==> src/rtl/ssb_pkg.sv <==
package ssb_pkg;

    typedef enum logic [1:0] {
        SZ_BYTE = 2'd0,
        SZ_HALF = 2'd1,
        SZ_WORD = 2'd2,
        SZ_WIDE = 2'd3
    } acc_size_e;

    typedef enum logic [2:0] {
        ST_IDLE,
        ST_READ,
        ST_RDATA,
        ST_RMW_RD,
        ST_RMW_WR,
        ST_WRITE,
        ST_BLK,
        ST_CMD
    } seq_state_e;

    typedef struct packed {
        logic        write;
        acc_size_e   size;
        logic [1:0]  lane;
        logic [31:0] data;
    } host_req_t;

    function automatic logic [4:0] lane_shift(input logic [1:0] lane);
        return {lane, 3'b000};
    endfunction

    function automatic logic is_narrow(input acc_size_e sz);
        return (sz == SZ_BYTE) || (sz == SZ_HALF);
    endfunction

    function automatic logic [31:0] lane_mask(input acc_size_e sz, input logic [1:0] lane);
        case (sz)
            SZ_BYTE: return 32'h0000_00FF << lane_shift(lane);
            SZ_HALF: return 32'h0000_FFFF << lane_shift(lane);
            default: return 32'hFFFF_FFFF;
        endcase
    endfunction

    function automatic logic [31:0] lane_pick(input logic [31:0] word, input acc_size_e sz,
                                              input logic [1:0] lane);
        logic [31:0] s;
        s = word >> lane_shift(lane);
        case (sz)
            SZ_BYTE: return {24'h0, s[7:0]};
            SZ_HALF: return {16'h0, s[15:0]};
            default: return word;
        endcase
    endfunction

    function automatic logic [31:0] lane_merge(input logic [31:0] old, input logic [31:0] val,
                                               input acc_size_e sz, input logic [1:0] lane);
        logic [31:0] m;
        m = lane_mask(sz, lane);
        if (!is_narrow(sz)) return val;
        return (old & ~m) | ((val << lane_shift(lane)) & m);
    endfunction

    function automatic int unsigned holdoff_us(input int unsigned khz, input int unsigned slow_khz,
                                               input int unsigned periods, input int unsigned zero_us);
        if (khz == 0) return zero_us;
        if (khz > slow_khz) return 0;
        return (periods * 1000 + khz - 1) / khz;
    endfunction

endpackage

==> src/rtl/ssb_holdoff.sv <==
module ssb_holdoff
    import ssb_pkg::*;
#(
    parameter int unsigned KHZ_W        = 16,
    parameter int unsigned CNT_W        = 16,
    parameter int unsigned SLOW_KHZ     = 400,
    parameter int unsigned CARD_PERIODS = 4,
    parameter int unsigned ZERO_CLK_US  = 10
) (
    input  logic             clk,
    input  logic             rst,
    input  logic             load,
    input  logic             us_tick,
    input  logic [KHZ_W-1:0] card_khz,
    output logic             busy
);

    localparam logic [KHZ_W-1:0] SLOW_LIM = KHZ_W'(SLOW_KHZ);

    logic [CNT_W-1:0] cnt;
    logic [CNT_W-1:0] load_val;

    always_comb begin
        load_val = CNT_W'(holdoff_us(32'(card_khz), SLOW_KHZ, CARD_PERIODS, ZERO_CLK_US));
    end

    always_ff @(posedge clk) begin
        if (rst) begin
            cnt <= '0;
        end else if (load) begin
            cnt <= load_val;
        end else if (us_tick && (cnt != '0)) begin
            cnt <= cnt - 1'b1;
        end
    end

    assign busy = (cnt != '0);


    slow_load_busy_chk: assert property (@(posedge clk) disable iff (rst)
        (load && (card_khz <= SLOW_LIM)) |=> busy);


    fast_load_free_chk: assert property (@(posedge clk) disable iff (rst)
        (load && (card_khz > SLOW_LIM)) |=> !busy);


    countdown_step_chk: assert property (@(posedge clk) disable iff (rst)
        (!load && busy) |=> ((cnt == $past(cnt)) || (cnt == $past(cnt) - 1'b1)));

endmodule

==> src/rtl/ssb_shadow.sv <==
module ssb_shadow
    import ssb_pkg::*;
(
    input  logic        clk,
    input  logic        rst,
    input  logic        blk_we,
    input  logic        cmd_we,
    input  logic        blk_clr,
    input  logic        hi_half,
    input  logic [15:0] hdata,
    output logic [31:0] blk_word,
    output logic [31:0] cmd_word
);

    logic [1:0]  lane;
    logic [31:0] hval;

    assign lane = {hi_half, 1'b0};
    assign hval = {16'h0, hdata};

    always_ff @(posedge clk) begin
        if (rst) begin
            blk_word <= '0;
            cmd_word <= '0;
        end else begin
            if (blk_clr) begin
                blk_word <= '0;
            end else if (blk_we) begin
                blk_word <= lane_merge(blk_word, hval, SZ_HALF, lane);
            end
            if (cmd_we) begin
                cmd_word <= lane_merge(cmd_word, hval, SZ_HALF, lane);
            end
        end
    end


    blk_clear_chk: assert property (@(posedge clk) disable iff (rst)
        blk_clr |=> (blk_word == 32'h0));


    cmd_keep_chk: assert property (@(posedge clk) disable iff (rst)
        !cmd_we |=> $stable(cmd_word));

endmodule

==> src/rtl/ssb_seq.sv <==
module ssb_seq
    import ssb_pkg::*;
#(
    parameter int unsigned           ADDR_W     = 8,
    parameter logic [ADDR_W-1:0]     BLKSZ_OFF  = 'h04,
    parameter logic [ADDR_W-1:0]     BLKCNT_OFF = 'h06,
    parameter logic [ADDR_W-1:0]     XFER_OFF   = 'h0C,
    parameter logic [ADDR_W-1:0]     CMD_OFF    = 'h0E
) (
    input  logic              clk,
    input  logic              rst,
    input  logic              h_valid,
    output logic              h_ready,
    input  logic              h_write,
    input  acc_size_e         h_size,
    input  logic [ADDR_W-1:0] h_addr,
    input  logic [31:0]       h_wdata,
    output logic              h_rvalid,
    output logic [31:0]       h_rdata,
    output logic              d_rd,
    output logic              d_wr,
    output logic [ADDR_W-1:0] d_addr,
    output logic [31:0]       d_wdata,
    input  logic [31:0]       d_rdata,
    input  logic              busy,
    input  logic [31:0]       blk_word,
    input  logic [31:0]       cmd_word,
    output logic              blk_we,
    output logic              cmd_we,
    output logic              blk_clr,
    output logic              sh_hi,
    output logic [15:0]       sh_data
);

    localparam logic [ADDR_W-1:0] BLK_WORD_ADDR = {BLKSZ_OFF[ADDR_W-1:2], 2'b00};
    localparam logic [ADDR_W-1:0] CMD_WORD_ADDR = {CMD_OFF[ADDR_W-1:2], 2'b00};

    seq_state_e        state, state_n;
    host_req_t         req;
    logic [ADDR_W-1:0] req_addr;
    logic              accept;
    logic              half_wr;
    logic              blk_hit, xfer_hit, cmd_hit;

    assign h_ready  = (state == ST_IDLE) && !busy;
    assign accept   = h_valid && h_ready;
    assign half_wr  = h_write && (h_size == SZ_HALF);
    assign blk_hit  = half_wr && ((h_addr == BLKSZ_OFF) || (h_addr == BLKCNT_OFF));
    assign xfer_hit = half_wr && (h_addr == XFER_OFF);
    assign cmd_hit  = half_wr && (h_addr == CMD_OFF);
    assign blk_we   = accept && blk_hit;
    assign cmd_we   = accept && (xfer_hit || cmd_hit);
    assign sh_hi    = h_addr[1];
    assign sh_data  = h_wdata[15:0];

    always_comb begin
        state_n  = state;
        h_rvalid = 1'b0;
        h_rdata  = '0;
        d_rd     = 1'b0;
        d_wr     = 1'b0;
        d_addr   = {req_addr[ADDR_W-1:2], 2'b00};
        d_wdata  = '0;
        blk_clr  = 1'b0;
        case (state)
            ST_IDLE: begin
                if (accept) begin
                    if (!h_write)                  state_n = ST_READ;
                    else if (!is_narrow(h_size))   state_n = ST_WRITE;
                    else if (blk_hit || xfer_hit)  state_n = ST_IDLE;
                    else if (cmd_hit)              state_n = (blk_word != '0) ? ST_BLK : ST_CMD;
                    else                           state_n = ST_RMW_RD;
                end
            end
            ST_READ: begin
                d_rd    = 1'b1;
                state_n = ST_RDATA;
            end
            ST_RDATA: begin
                h_rvalid = 1'b1;
                h_rdata  = lane_pick(d_rdata, req.size, req.lane);
                state_n  = ST_IDLE;
            end
            ST_RMW_RD: begin
                d_rd    = 1'b1;
                state_n = ST_RMW_WR;
            end
            ST_RMW_WR: begin
                d_wr    = 1'b1;
                d_wdata = lane_merge(d_rdata, req.data, req.size, req.lane);
                state_n = ST_IDLE;
            end
            ST_WRITE: begin
                d_wr    = 1'b1;
                d_wdata = req.data;
                state_n = ST_IDLE;
            end
            ST_BLK: begin
                d_wr    = 1'b1;
                d_addr  = BLK_WORD_ADDR;
                d_wdata = blk_word;
                blk_clr = 1'b1;
                state_n = ST_CMD;
            end
            ST_CMD: begin
                if (!busy) begin
                    d_wr    = 1'b1;
                    d_addr  = CMD_WORD_ADDR;
                    d_wdata = cmd_word;
                    state_n = ST_IDLE;
                end
            end
            default: state_n = ST_IDLE;
        endcase
    end

    always_ff @(posedge clk) begin
        if (rst) begin
            state    <= ST_IDLE;
            req      <= '0;
            req_addr <= '0;
        end else begin
            state <= state_n;
            if (accept) begin
                req      <= '{write: h_write, size: h_size, lane: h_addr[1:0], data: h_wdata};
                req_addr <= h_addr;
            end
        end
    end


    rd_wr_excl_chk: assert property (@(posedge clk) disable iff (rst)
        !(d_rd && d_wr));


    rvalid_after_rd_chk: assert property (@(posedge clk) disable iff (rst)
        h_rvalid |-> $past(d_rd));


    cmd_wait_chk: assert property (@(posedge clk) disable iff (rst)
        (d_wr && (d_addr == CMD_WORD_ADDR) && $past(blk_clr)) |-> !busy);

endmodule

==> src/rtl/subword_shadow_bridge.sv <==
module subword_shadow_bridge
    import ssb_pkg::*;
#(
    parameter int unsigned       ADDR_W       = 8,
    parameter int unsigned       KHZ_W        = 16,
    parameter int unsigned       CNT_W        = 16,
    parameter int unsigned       SLOW_KHZ     = 400,
    parameter int unsigned       CARD_PERIODS = 4,
    parameter int unsigned       ZERO_CLK_US  = 10,
    parameter logic [ADDR_W-1:0] BLKSZ_OFF    = 'h04,
    parameter logic [ADDR_W-1:0] BLKCNT_OFF   = 'h06,
    parameter logic [ADDR_W-1:0] XFER_OFF     = 'h0C,
    parameter logic [ADDR_W-1:0] CMD_OFF      = 'h0E
) (
    input  logic              clk,
    input  logic              rst,
    input  logic              h_valid,
    output logic              h_ready,
    input  logic              h_write,
    input  logic [1:0]        h_size,
    input  logic [ADDR_W-1:0] h_addr,
    input  logic [31:0]       h_wdata,
    output logic              h_rvalid,
    output logic [31:0]       h_rdata,
    output logic              d_rd,
    output logic              d_wr,
    output logic [ADDR_W-1:0] d_addr,
    output logic [31:0]       d_wdata,
    input  logic [31:0]       d_rdata,
    input  logic [KHZ_W-1:0]  card_khz,
    input  logic              us_tick
);

    localparam logic [KHZ_W-1:0] SLOW_LIM = KHZ_W'(SLOW_KHZ);

    logic        busy;
    logic [31:0] blk_word, cmd_word;
    logic        blk_we, cmd_we, blk_clr, sh_hi;
    logic [15:0] sh_data;
    acc_size_e   size_in;

    assign size_in = acc_size_e'(h_size);

    ssb_seq #(
        .ADDR_W(ADDR_W), .BLKSZ_OFF(BLKSZ_OFF), .BLKCNT_OFF(BLKCNT_OFF),
        .XFER_OFF(XFER_OFF), .CMD_OFF(CMD_OFF)
    ) u_seq (
        .clk(clk), .rst(rst),
        .h_valid(h_valid), .h_ready(h_ready), .h_write(h_write), .h_size(size_in),
        .h_addr(h_addr), .h_wdata(h_wdata), .h_rvalid(h_rvalid), .h_rdata(h_rdata),
        .d_rd(d_rd), .d_wr(d_wr), .d_addr(d_addr), .d_wdata(d_wdata), .d_rdata(d_rdata),
        .busy(busy), .blk_word(blk_word), .cmd_word(cmd_word),
        .blk_we(blk_we), .cmd_we(cmd_we), .blk_clr(blk_clr),
        .sh_hi(sh_hi), .sh_data(sh_data)
    );

    ssb_shadow u_shadow (
        .clk(clk), .rst(rst),
        .blk_we(blk_we), .cmd_we(cmd_we), .blk_clr(blk_clr),
        .hi_half(sh_hi), .hdata(sh_data),
        .blk_word(blk_word), .cmd_word(cmd_word)
    );

    ssb_holdoff #(
        .KHZ_W(KHZ_W), .CNT_W(CNT_W), .SLOW_KHZ(SLOW_KHZ),
        .CARD_PERIODS(CARD_PERIODS), .ZERO_CLK_US(ZERO_CLK_US)
    ) u_hold (
        .clk(clk), .rst(rst), .load(d_wr), .us_tick(us_tick),
        .card_khz(card_khz), .busy(busy)
    );


    shadow_quiet_chk: assert property (@(posedge clk) disable iff (rst)
        (h_valid && h_ready && h_write && (h_size == 2'd1) &&
         ((h_addr == BLKSZ_OFF) || (h_addr == BLKCNT_OFF) || (h_addr == XFER_OFF)))
        |=> (!d_wr && !d_rd));


    slow_spacing_chk: assert property (@(posedge clk) disable iff (rst)
        (d_wr && (card_khz <= SLOW_LIM)) |=> !d_wr);

endmodule

==> config.mk <==
export PLATFORM = sky130hd
export DESIGN_NAME = subword_shadow_bridge
export DESIGN_NICKNAME = d
export VERILOG_FILES = /design/src/rtl/ssb_pkg.sv /design/src/rtl/ssb_holdoff.sv /design/src/rtl/ssb_shadow.sv /design/src/rtl/ssb_seq.sv /design/src/rtl/subword_shadow_bridge.sv
export SDC_FILE = /design/constraint.sdc
export NUM_CORES = 1
export LEC_CHECK = 0
export CAP_MARGIN = 30
export CORE_ASPECT_RATIO = 0.9
export CORE_MARGIN = 5
export CORE_UTILIZATION = 40
export DETAILED_ROUTE_END_ITERATION = 8
export PLACE_DENSITY_LB_ADDON = 0.25
export SLEW_MARGIN = 10
export SYNTH_ARGS = -nofsm -noshare
export SYNTH_HDL_FRONTEND = slang
export SYNTH_SLANG_ARGS = --single-unit
==> constraint.sdc <==
create_clock -name clk -period 127.3 [get_ports clk]
set_input_delay 25.46 -clock clk [delete_from_list [all_inputs] [get_ports clk]]
set_output_delay 25.46 -clock clk [all_outputs]
set_load 0.02 [all_outputs]
Word level (Yosys, flattened, before mapping)
Cells that the tools add are included.
{ "op_classes": {"order_cmp": 1, "eq_ne": 15, "reduce_logical": 27, "n_div": 1, "n_shift": 6, "n_mux": 39, "add_sub_neg": 3, "bitwise_logic": 12} }
{ "ops": {"columns": ["op", "n"], "rows": [
  ["32-bit two-way mux", 10],
  ["32-bit AND", 6],
  ["32-bit case mux with 2 select lines", 2],
  ["32-bit case mux with 4 select lines", 1],
  ["32-bit inverter", 3],
  ["32-bit bitwise OR", 3],
  ["16-bit two-way mux", 4],
  ["16-bit by 5-bit << shifter with 32-bit output (first input constant)", 2],
  ["32-bit by 16-bit divider with 32-bit output", 1],
  ["32-bit nonzero test", 1],
  ["16-bit by 5-bit << shifter with 32-bit output", 1],
  ["32-bit by 5-bit << shifter with 32-bit output", 1],
  ["8-bit by 5-bit << shifter with 32-bit output (first input constant)", 1],
  ["32-bit by 5-bit right shift with 16-bit output", 1],
  ["32-bit by 1-bit subtractor with 32-bit output (second input constant)", 1],
  ["3-bit two-way mux", 6],
  ["3-bit case mux with 6 select lines", 1],
  ["12-bit by 16-bit adder with 17-bit output (first input constant)", 1],
  ["8-bit by 3-bit == test with 1-bit output (second input constant)", 2],
  ["8-bit by 4-bit == test with 1-bit output (second input constant)", 2],
  ["16-bit by 9-bit > comparator with 1-bit output (second input constant)", 1],
  ["16-bit logical NOT", 1],
  ["8-bit case mux with 2 select lines", 1],
  ["16-bit nonzero test", 1],
  ["other kinds (20)", 50]
]} }
{ "totals": {"reg_bits": 127, "word_cells": 112} }

Depth between registers and ports, before layout
Gate-level depths: netlist (run 1).
{ "depth": {"ltp_word": 11, "mapped_depth": 462, "mapped_depth_nobuf": 418} }

Cells and area by module
A second synthesis (run 1) with hierarchy kept.
{ "unflattened": {"hier_cells": 4239, "area_unflattened_um2": 30257.8} }
{ "by_module_without_submodules": {"columns": ["mod", "seq_area_each_um2", "area_each_um2", "cells_each", "n_inst"], "rows": [
  ["ssb_holdoff", 320.3, 23724.0, 3397, 1],
  ["ssb_seq", 900.9, 4078.9, 555, 1],
  ["ssb_shadow", 1281.2, 2454.9, 287, 1]
]} }

Least setup slack after synthesis (run 1)
Ideal clock, no wire load.
{ "synth_timing": {"path_type": "input -> register", "from": "input port card_khz[0]", "to": "register u_hold.cnt[0]", "required_time_ps": 127175, "arrival_ps": 112905, "path_slack_ps": 14270, "stages": 434, "setup_time_ps": 125, "path_buffers": 48, "cell_sequence": "inv_1 > ha_1 > or2_2 > a21oi_1 > xnor2_1 > mux2_4 > ha_1 > o21a_1 > o21ai_0 > or3_1 > clkbuf_1 > nand2_1 > nand2_1 > ha_1 > a21oi_1 > a21oi_1 > o21ai_0 > o311a_1 > [... 398 more ...] > nand2b_1 > a21oi_1 > nor2b_1 > o21ai_0 > nand2b_1 > a21oi_1 > nor2b_1 > o21ai_0 > nand2b_1 > a21oi_1 > nor2b_1 > o21ai_0 > nand2b_1 > a211oi_1 > nand3_1 > a221o_1 > a211oi_2 > a31oi_1"} }
{ "synth_between": {"elab_chain_len": 6, "elab_cells_between_ends": 12, "classes_between": "2 x add/sub; 1 x div; 1 x order compare; 7 x mux; 1 x reduce/logical"} }
{ "synth_rtl": {"columns": ["item", "line", "text"], "rows": [
  ["start, declared", "subword_shadow_bridge.sv:30", "input logic [KHZ_W-1:0] card_khz,"],
  ["12-bit by 16-bit adder with 17-bit output or 16-bit by 9-bit > comparator with 1-bit output (tied branches)", "ssb_pkg.sv:67, ssb_pkg.sv:66", null],
  ["32-bit by 1-bit subtractor with 32-bit output or 1-bit two-way mux (tied branches)", "ssb_pkg.sv:67, ssb_pkg.sv:66", null],
  ["32-bit by 16-bit divider with 32-bit output or 1-bit two-way mux (tied branches)", "ssb_pkg.sv:67, ssb_pkg.sv:66", null],
  ["16-bit two-way mux", "ssb_pkg.sv:67", "return (periods * 1000 + khz - 1) / khz;"],
  ["16-bit two-way mux *", "ssb_pkg.sv:66", "if (khz > slow_khz) return 0;"],
  ["16-bit two-way mux *", "ssb_holdoff.sv:30", "end else if (load) begin"],
  ["end signal, assigned", "ssb_holdoff.sv:31", "cnt <= load_val;"],
  ["end signal, assigned", "ssb_holdoff.sv:33", "cnt <= cnt - 1'b1;"],
  ["end, declared", "ssb_holdoff.sv:20", "logic [CNT_W-1:0] cnt;"]
]} }
Mark *: on every way between the ends. The rest lies on a longest branch, timed or not. The select of a mux whose other input is x is not followed.
A chain may end at the register's enable or synchronous reset.

Final worst setup path (run 1)
Same ends and word-level chain as after synthesis.

==> results of run 1 <==
==> layout make-up <==
class                      count  area share (%)
inverter                     116           1.295
tap                          970           3.609
multi-input combinational   3910           79.36
timing repair buffer         234           6.526
sequential                   125           7.441
clock buffer                  17           1.265
clock inverter                15          0.5023
==> stage by stage <==
stage          worst slack (ps)  hold slack [ps]  utilization [%]  instances  area [um2]
2_1_floorplan             14270            431.2                -       4313       30220
3_3_place_gp              11710            438.6            44.09       5348       32960
3_5_place_dp              10420            444.3            44.14       5351       33000
4_1_cts                   10570            454.9            44.93       5383       33590
5_1_grt                    2703            476.6            44.98       5387       33630
6_report                  10290            452.7            44.98       5387       33630
==> layer usage <==
layer / GRT usage [%] / vias up / routed length (um)
met5: 0 / - / 0
met3: 3.287 / 142 / 7603
met4: 5.146 / 0 / 2295
met2: 35.21 / 1170 / 41540
met1: 36.04 / 15150 / 50990
li1: - / 16420 / -
==> synthesized netlist by cell type (74+ instances only) <==
master,number,share of area (%)
sky130_fd_sc_hd__nand2_1,550,6.8
sky130_fd_sc_hd__dfxtp_1,125,8.3
sky130_fd_sc_hd__inv_1,115,1.4
sky130_fd_sc_hd__nor3_1,227,3.8
sky130_fd_sc_hd__o21ai_0,205,3.4
sky130_fd_sc_hd__nand3_1,95,1.6
sky130_fd_sc_hd__mux2_2,74,2.8
sky130_fd_sc_hd__a21oi_1,366,6.1
sky130_fd_sc_hd__a21o_1,84,2.1
sky130_fd_sc_hd__ha_1,399,17
sky130_fd_sc_hd__xor2_1,90,2.6
sky130_fd_sc_hd__o31ai_1,133,3.3
sky130_fd_sc_hd__xnor2_1,119,3.5
sky130_fd_sc_hd__clkbuf_1,133,1.7
sky130_fd_sc_hd__o21a_1,193,4.8
sky130_fd_sc_hd__nor2_1,370,4.6
==> worst min path at each step <==
stage                           start           endpoint  slack (ps)
finish              u_seq.req_addr[5]  u_seq.req_addr[5]         450
global route                 register           register         480
CTS                 u_seq.req_addr[7]  u_seq.req_addr[7]         450
detailed placement  u_seq.req_addr[7]  u_seq.req_addr[7]         440
global placement    u_seq.req_addr[2]  u_seq.req_addr[2]         440
floorplan           u_seq.req_addr[2]  u_seq.req_addr[2]         430
==> cells by family after synthesis <==
family,Yosys count
simple gates,1671
compound gates,1470
fa+ha+maj,399
buf+inv,278
xor+xnor,210
mux,143
flops,125
other cells,1
==> worst max-delay path: cells and delay by family <==
family	cells	cell delay, ps
AOI/OAI and AO/OA	252	57030
buffers and inverters	19	4990
muxes	10	3020
xor gates and xnor gates	2	260
and+or+nand+nor	92	16820
adders and majority gates	30	9520
==> summary.json, run 1 <==
{
  "worst_slew_margin_rel_pct": 35.04,
  "detailroute.via_count": 32880,
  "reg2reg_setup_slack_ps": 121940,
  "critPathSlowestCell": "sky130_fd_sc_hd__clkdlybuf4s50_1",
  "core_rows": 95,
  "pin_count_of_the_biggest_net_entering_global_routing": 49,
  "flow.area_growth_from_synthesis_pct": 11.52,
  "filler_cell_count": 7696,
  "ys_async_sr_fraction_pct": 0,
  "synthesis.area_um2": 30160,
  "post_route_cells_drive_above_1_share_pct": 7.018,
  "floorplan.die_area_um2": 80990,
  "clock-skew-final_ps": 15.95,
  "firstDrtPassIters": 6,
  "crit_arrival_ps": 117340,
  "post_syn_instances": 4297,
  "synth.lib_cells_used.distinct": 125,
  "pin_count": 171,
  "compound_cell_area_share_of_the_yosys_netlist_pct": 33.59,
  "timing.critical_path.required_ps": 127630,
  "critical_path.endpoint_type": "register",
  "max_freq_mhz": 8.546,
  "most-common-layout-cells": "sky130_fd_sc_hd__nand2_1 (550), sky130_fd_sc_hd__ha_1 (399), sky130_fd_sc_hd__a21oi_1 (366)",
  "cts_hold_buf": 0,
  "synth-xor-area-share_pct": 6.124,
  "clkLatencyLatePin_ps": 450,
  "route.detailed.wl_per_inst_um": 19.02,
  "initial_utilization_pct": 40.33,
  "combinational_family_with_the_most_area_after_synthesis": "compound AO/OA/AOI/OAI gates",
  "dr.first_iter.drc_count": 2906,
  "grt_pass1_wl_um": 160900,
  "gr-total-overflow": 0,
  "via_count_of_the_first_global_routing_pass": 29580,
  "hold_path_class": "reg2reg",
  "drcViolationCount": 0,
  "status": "finished clean",
  "grt_setup_unrepaired": "false",
  "worst_r2r_endpoint": "u_hold.cnt[13]",
  "buffer_ports.inserted": 168,
  "critPathCapture": "u_hold.cnt[0]",
  "cap_violations": 0,
  "worst_r2r_startpoint": "u_hold.cnt[0]",
  "synthesis_stage_register_bit_count": 125,
  "drt-total-wl_um": 102400,
  "worst-setup-path-type": "in2reg",
  "hold_viol": 0,
  "place_hpwl_um": 80620,
  "die_width_um": 299.4,
  "syn_avg_cell_area_um2": 7.018,
  "post_drt_via_cell_ratio": 6.104,
  "cts_tree": "done",
  "place_congestion": 0.9520,
  "synth_fa_ha_area_share_pct": 16.55,
  "nNetsFinal": 4898,
  "final_max_slew_viol_count": 0,
  "cp_max_fo": 35,
  "muxShareOfSynthArea_pct": 5.116,
  "mostFrequentLayoutCell": "sky130_fd_sc_hd__nand2_1",
  "final_setup_violation_count": 0,
  "sequential_standard_cell_area_um2": 2502,
  "synth_simple_gate_area_share_pct": 26.73,
  "cts-resized-gates": 0,
  "yosysSeqAreaShare_pct": 8.298,
  "worst_setup_path_start_kind": "input port",
  "finalCriticalPeriod_ps": 117010,
  "worst_hold_path.num_cells": 2,
  "post-cts-setup-buffers": 0,
  "critical-path-max-stage-delay_ps": 800,
  "min_period_over_period_pct": 91.92,
  "cts_inserted_buffers": 17,
  "cts_sinks": 125,
  "timing_worst_slew_pin_value_ps": 959.2,
  "worst_setup_hold_path_clk_slew_ps": 80,
  "groute.usage.overall_pct": 23.68,
  "antenna_left": 0,
  "cts_max_path_buffers": 2,
  "rr_worst_depth": 18,
  "yosysWarningCount": 0,
  "critPathMostFrequentCell": "sky130_fd_sc_hd__o21a_1",
  "grt_antenna_before_repair": 0,
  "timing.setup.tns_ps": 0,
  "fp.coreArea_um2": 74770,
  "clockRootBuffer": "sky130_fd_sc_hd__clkbuf_16",
  "synth_ff_type": "sky130_fd_sc_hd__dfxtp_1",
  "htree_levels": 4,
  "antenna-diode-count": 0,
  "critical_path.startpoint": "card_khz[0]",
  "dieHeight_um": 270.5,
  "number_of_enable_type_register_cells_in_the_synthesized_netlist": 0,
  "multi_input_combinational_cell_area_um2": 26690
}
Power of run 1 is left out: the tool's default activity adds up to more than one toggle a clock period on the data nets, which glitch-free logic cannot reach.
==> inputs of run 2 (changes only) <==
--- a/config.mk
+++ b/config.mk
@@ -7,9 +7,10 @@
 export LEC_CHECK = 0
 export CAP_MARGIN = 30
 export CORE_ASPECT_RATIO = 0.9
-export CORE_MARGIN = 5
+export CORE_MARGIN = 3
 export CORE_UTILIZATION = 40
 export DETAILED_ROUTE_END_ITERATION = 8
+export GPL_TIMING_DRIVEN = 1
 export PLACE_DENSITY_LB_ADDON = 0.25
 export SLEW_MARGIN = 10
 export SYNTH_ARGS = -nofsm -noshare
==> summary.json, run 2 (synthesized netlist as in run 1, its figures left out) <==
{
  "timing.critical_path.required": {"value": 127630, "unit": "ps", "change": "about the same"},
  "pin_count_of_the_biggest_net_entering_global_routing": {"value": 55, "change": "+12%"},
  "critical-path-max-stage-delay": {"value": 750, "unit": "ps", "change": "-50 ps"},
  "clkLatencyLatePin": {"value": 450, "unit": "ps", "change": "about the same"},
  "sequential_standard_cell_area": {"value": 2502, "unit": "um2", "change": "unchanged"},
  "cts_hold_buf": {"value": 0, "change": "unchanged"},
  "crit_arrival": {"value": 118010, "unit": "ps", "change": "+670 ps"},
  "filler_cell_count": {"value": 7558, "change": "-1.8%"},
  "clockRootBuffer": "sky130_fd_sc_hd__clkbuf_16",
  "dr.first_iter.drc_count": {"value": 2896, "change": "-0.34%"},
  "cts_tree": "done",
  "max_freq": {"value": 8.497, "unit": "MHz", "change": "-0.57%"},
  "htree_levels": {"value": 4, "change": "unchanged"},
  "grt_antenna_before_repair": {"value": 0, "change": "unchanged"},
  "reg2reg_setup_slack": {"value": 122020, "unit": "ps", "change": "+80 ps"},
  "fin_util": {"value": 45.51, "unit": "%", "change": "+0.53 points"},
  "mostFrequentLayoutCell": "sky130_fd_sc_hd__nand2_1",
  "worst-setup-path-type": "in2reg",
  "antenna_left": {"value": 0, "change": "unchanged"},
  "most-common-layout-cells": "sky130_fd_sc_hd__nand2_1 (550), sky130_fd_sc_hd__ha_1 (399), sky130_fd_sc_hd__a21oi_1 (366)",
  "place_hpwl": {"value": 80510, "unit": "um", "change": "-0.14%"},
  "clock-skew-final": {"value": 16.69, "unit": "ps", "change": "+0.7453 ps"},
  "floorplan.die_area": {"value": 78730, "unit": "um2", "change": "-2.8%"},
  "timing_worst_slew_pin_value": {"value": 1019, "unit": "ps", "change": "+60.07 ps"},
  "buffer_ports.inserted": {"value": 168, "change": "unchanged"},
  "pin_count": {"value": 171, "change": "unchanged"},
  "place_congestion": {"value": 0.9571, "change": "+0.54%"},
  "timing.setup.tns": {"value": 0, "unit": "ps", "change": "unchanged"},
  "route.detailed.wl_per_inst": {"value": 18.98, "unit": "um", "change": "-0.18%"},
  "drcViolationCount": {"value": 0, "change": "unchanged"},
  "groute.usage.overall": {"value": 24.94, "unit": "%", "change": "+1.3 points"},
  "cap_violations": {"value": 0, "change": "unchanged"},
  "worst_setup_path_start_kind": "input port",
  "detailroute.via_count": {"value": 32940, "change": "+0.16%"},
  "grt_setup_unrepaired": "false",
  "finalWorstSetupSlack": {"value": 9618, "unit": "ps", "change": "-669.0 ps"},
  "finalCriticalPeriod": {"value": 117680, "unit": "ps", "change": "+669.0 ps"},
  "cts-resized-gates": {"value": 0, "change": "unchanged"},
  "post-place-ws": {"value": 9655, "unit": "ps", "change": "-768.9 ps"},
  "gr-total-overflow": {"value": 0, "change": "unchanged"},
  "cts_sinks": {"value": 125, "change": "unchanged"},
  "worst_setup_hold_path_clk_slew": {"value": 70, "unit": "ps", "change": "about the same"},
  "final_setup_violation_count": {"value": 0, "change": "unchanged"},
  "nNetsFinal": {"value": 4894, "change": "-0.082%"},
  "status": "finished clean",
  "core_rows": {"value": 94, "change": "-1.1%"},
  "post_route_cells_drive_above_1_share": {"value": 6.957, "unit": "%", "change": "-0.062 points"},
  "hold_path_class": "reg2reg",
  "post-cts-setup-buffers": {"value": 0, "change": "unchanged"},
  "post_drt_via_cell_ratio": {"value": 6.130, "change": "+0.43%"},
  "critical_path.endpoint_type": "register",
  "final_max_slew_viol_count": {"value": 0, "change": "unchanged"},
  "cts_inserted_buffers": {"value": 17, "change": "unchanged"},
  "cts_max_path_buffers": {"value": 2, "change": "unchanged"},
  "cp_max_fo": {"value": 35, "change": "unchanged"},
  "firstDrtPassIters": {"value": 6, "change": "unchanged"},
  "fp.coreArea": {"value": 73860, "unit": "um2", "change": "-1.2%"},
  "flow.area_growth_from_synthesis": {"value": 11.46, "unit": "%", "change": "about the same"},
  "hold_viol": {"value": 0, "change": "unchanged"},
  "worst_slew_margin_rel": {"value": 31.09, "unit": "%", "change": "-4.0 points"},
  "critPathMostFrequentCell": "sky130_fd_sc_hd__o21a_1",
  "critPathSlowestCell": "sky130_fd_sc_hd__clkdlybuf4s50_1",
  "dieHeight": {"value": 266.5, "unit": "um", "change": "-1.5%"},
  "die_width": {"value": 295.4, "unit": "um", "change": "-1.3%"},
  "via_count_of_the_first_global_routing_pass": {"value": 29840, "change": "+0.88%"},
  "multi_input_combinational_cell_area": {"value": 26700, "unit": "um2", "change": "about the same"},
  "drt-total-wl": {"value": 102000, "unit": "um", "change": "-0.44%"},
  "min_period_over_period": {"value": 92.44, "unit": "%", "change": "+0.53 points"},
  "grt_pass1_wl": {"value": 162000, "unit": "um", "change": "+0.72%"},
  "antenna-diode-count": {"value": 0, "change": "unchanged"},
  "initial_utilization": {"value": 40.83, "unit": "%", "change": "+0.49 points"}
}
-- run 2: changes by cell type in the layout (fill, tap and decap cells not counted) --
cell                        change
sky130_fd_sc_hd__clkinv_4       +2
sky130_fd_sc_hd__buf_6          +1
sky130_fd_sc_hd__buf_4          -3
sky130_fd_sc_hd__inv_8          -4
sky130_fd_sc_hd__bufinv_16      +1
sky130_fd_sc_hd__a211oi_2       +1
sky130_fd_sc_hd__a211oi_1       -1
sky130_fd_sc_hd__buf_2          -2
sky130_fd_sc_hd__inv_6          +1
-- run 2: final timing paths --
kind	startpoint	to	cells after the start
max	card_khz[0]	u_hold.cnt[0]	408
min	u_seq.req_addr[5]	u_seq.req_addr[5]	2
max reg2reg	u_hold.cnt[0]	u_hold.cnt[13]	18
min reg2reg	u_seq.req_addr[5]	u_seq.req_addr[5]	2
-- run 2: area by class of cell --
cell class / instances / share of cell area [%]
timing repair buffer: 230 / 6.466
inverter: 116 / 1.295
clock inverter: 15 / 0.5360
clock buffer: 17 / 1.266
sequential: 125 / 7.445
multi-input combinational: 3910 / 79.42
tap: 960 / 3.573
-- run 2: metrics by stage --
| stage | hold WS [ps] | instance area (um2) | instances |
|---|---|---|---|
| after floorplan | 431.2 | 30220 | 4313 |
| after global placement | 441.8 | 32930 | 5335 |
| after detailed placement | 445.7 | 32970 | 5337 |
| after CTS | 454.8 | 33580 | 5369 |
| after global routing | 468.9 | 33610 | 5373 |
| final | 454.0 | 33610 | 5373 |
-- run 2: critical path: cells and delay by family --
family | cells | cell delay, ps
xor+xnor | 2 | 250
fa+ha+maj | 30 | 9630
compound gates | 250 | 56340
mux | 9 | 2660
simple gates | 98 | 18480
buf+inv | 19 | 4990
-- run 2: routing by layer --
metal	vias up	routed length [um]	GRT usage, %
li1	16420	-	-
met1	15190	51220	38.62
met2	1209	41300	36.88
met3	113	7699	2.563
met4	0	1765	4.884
met5	-	0	0
Power of run 2 is left out for the same reason.
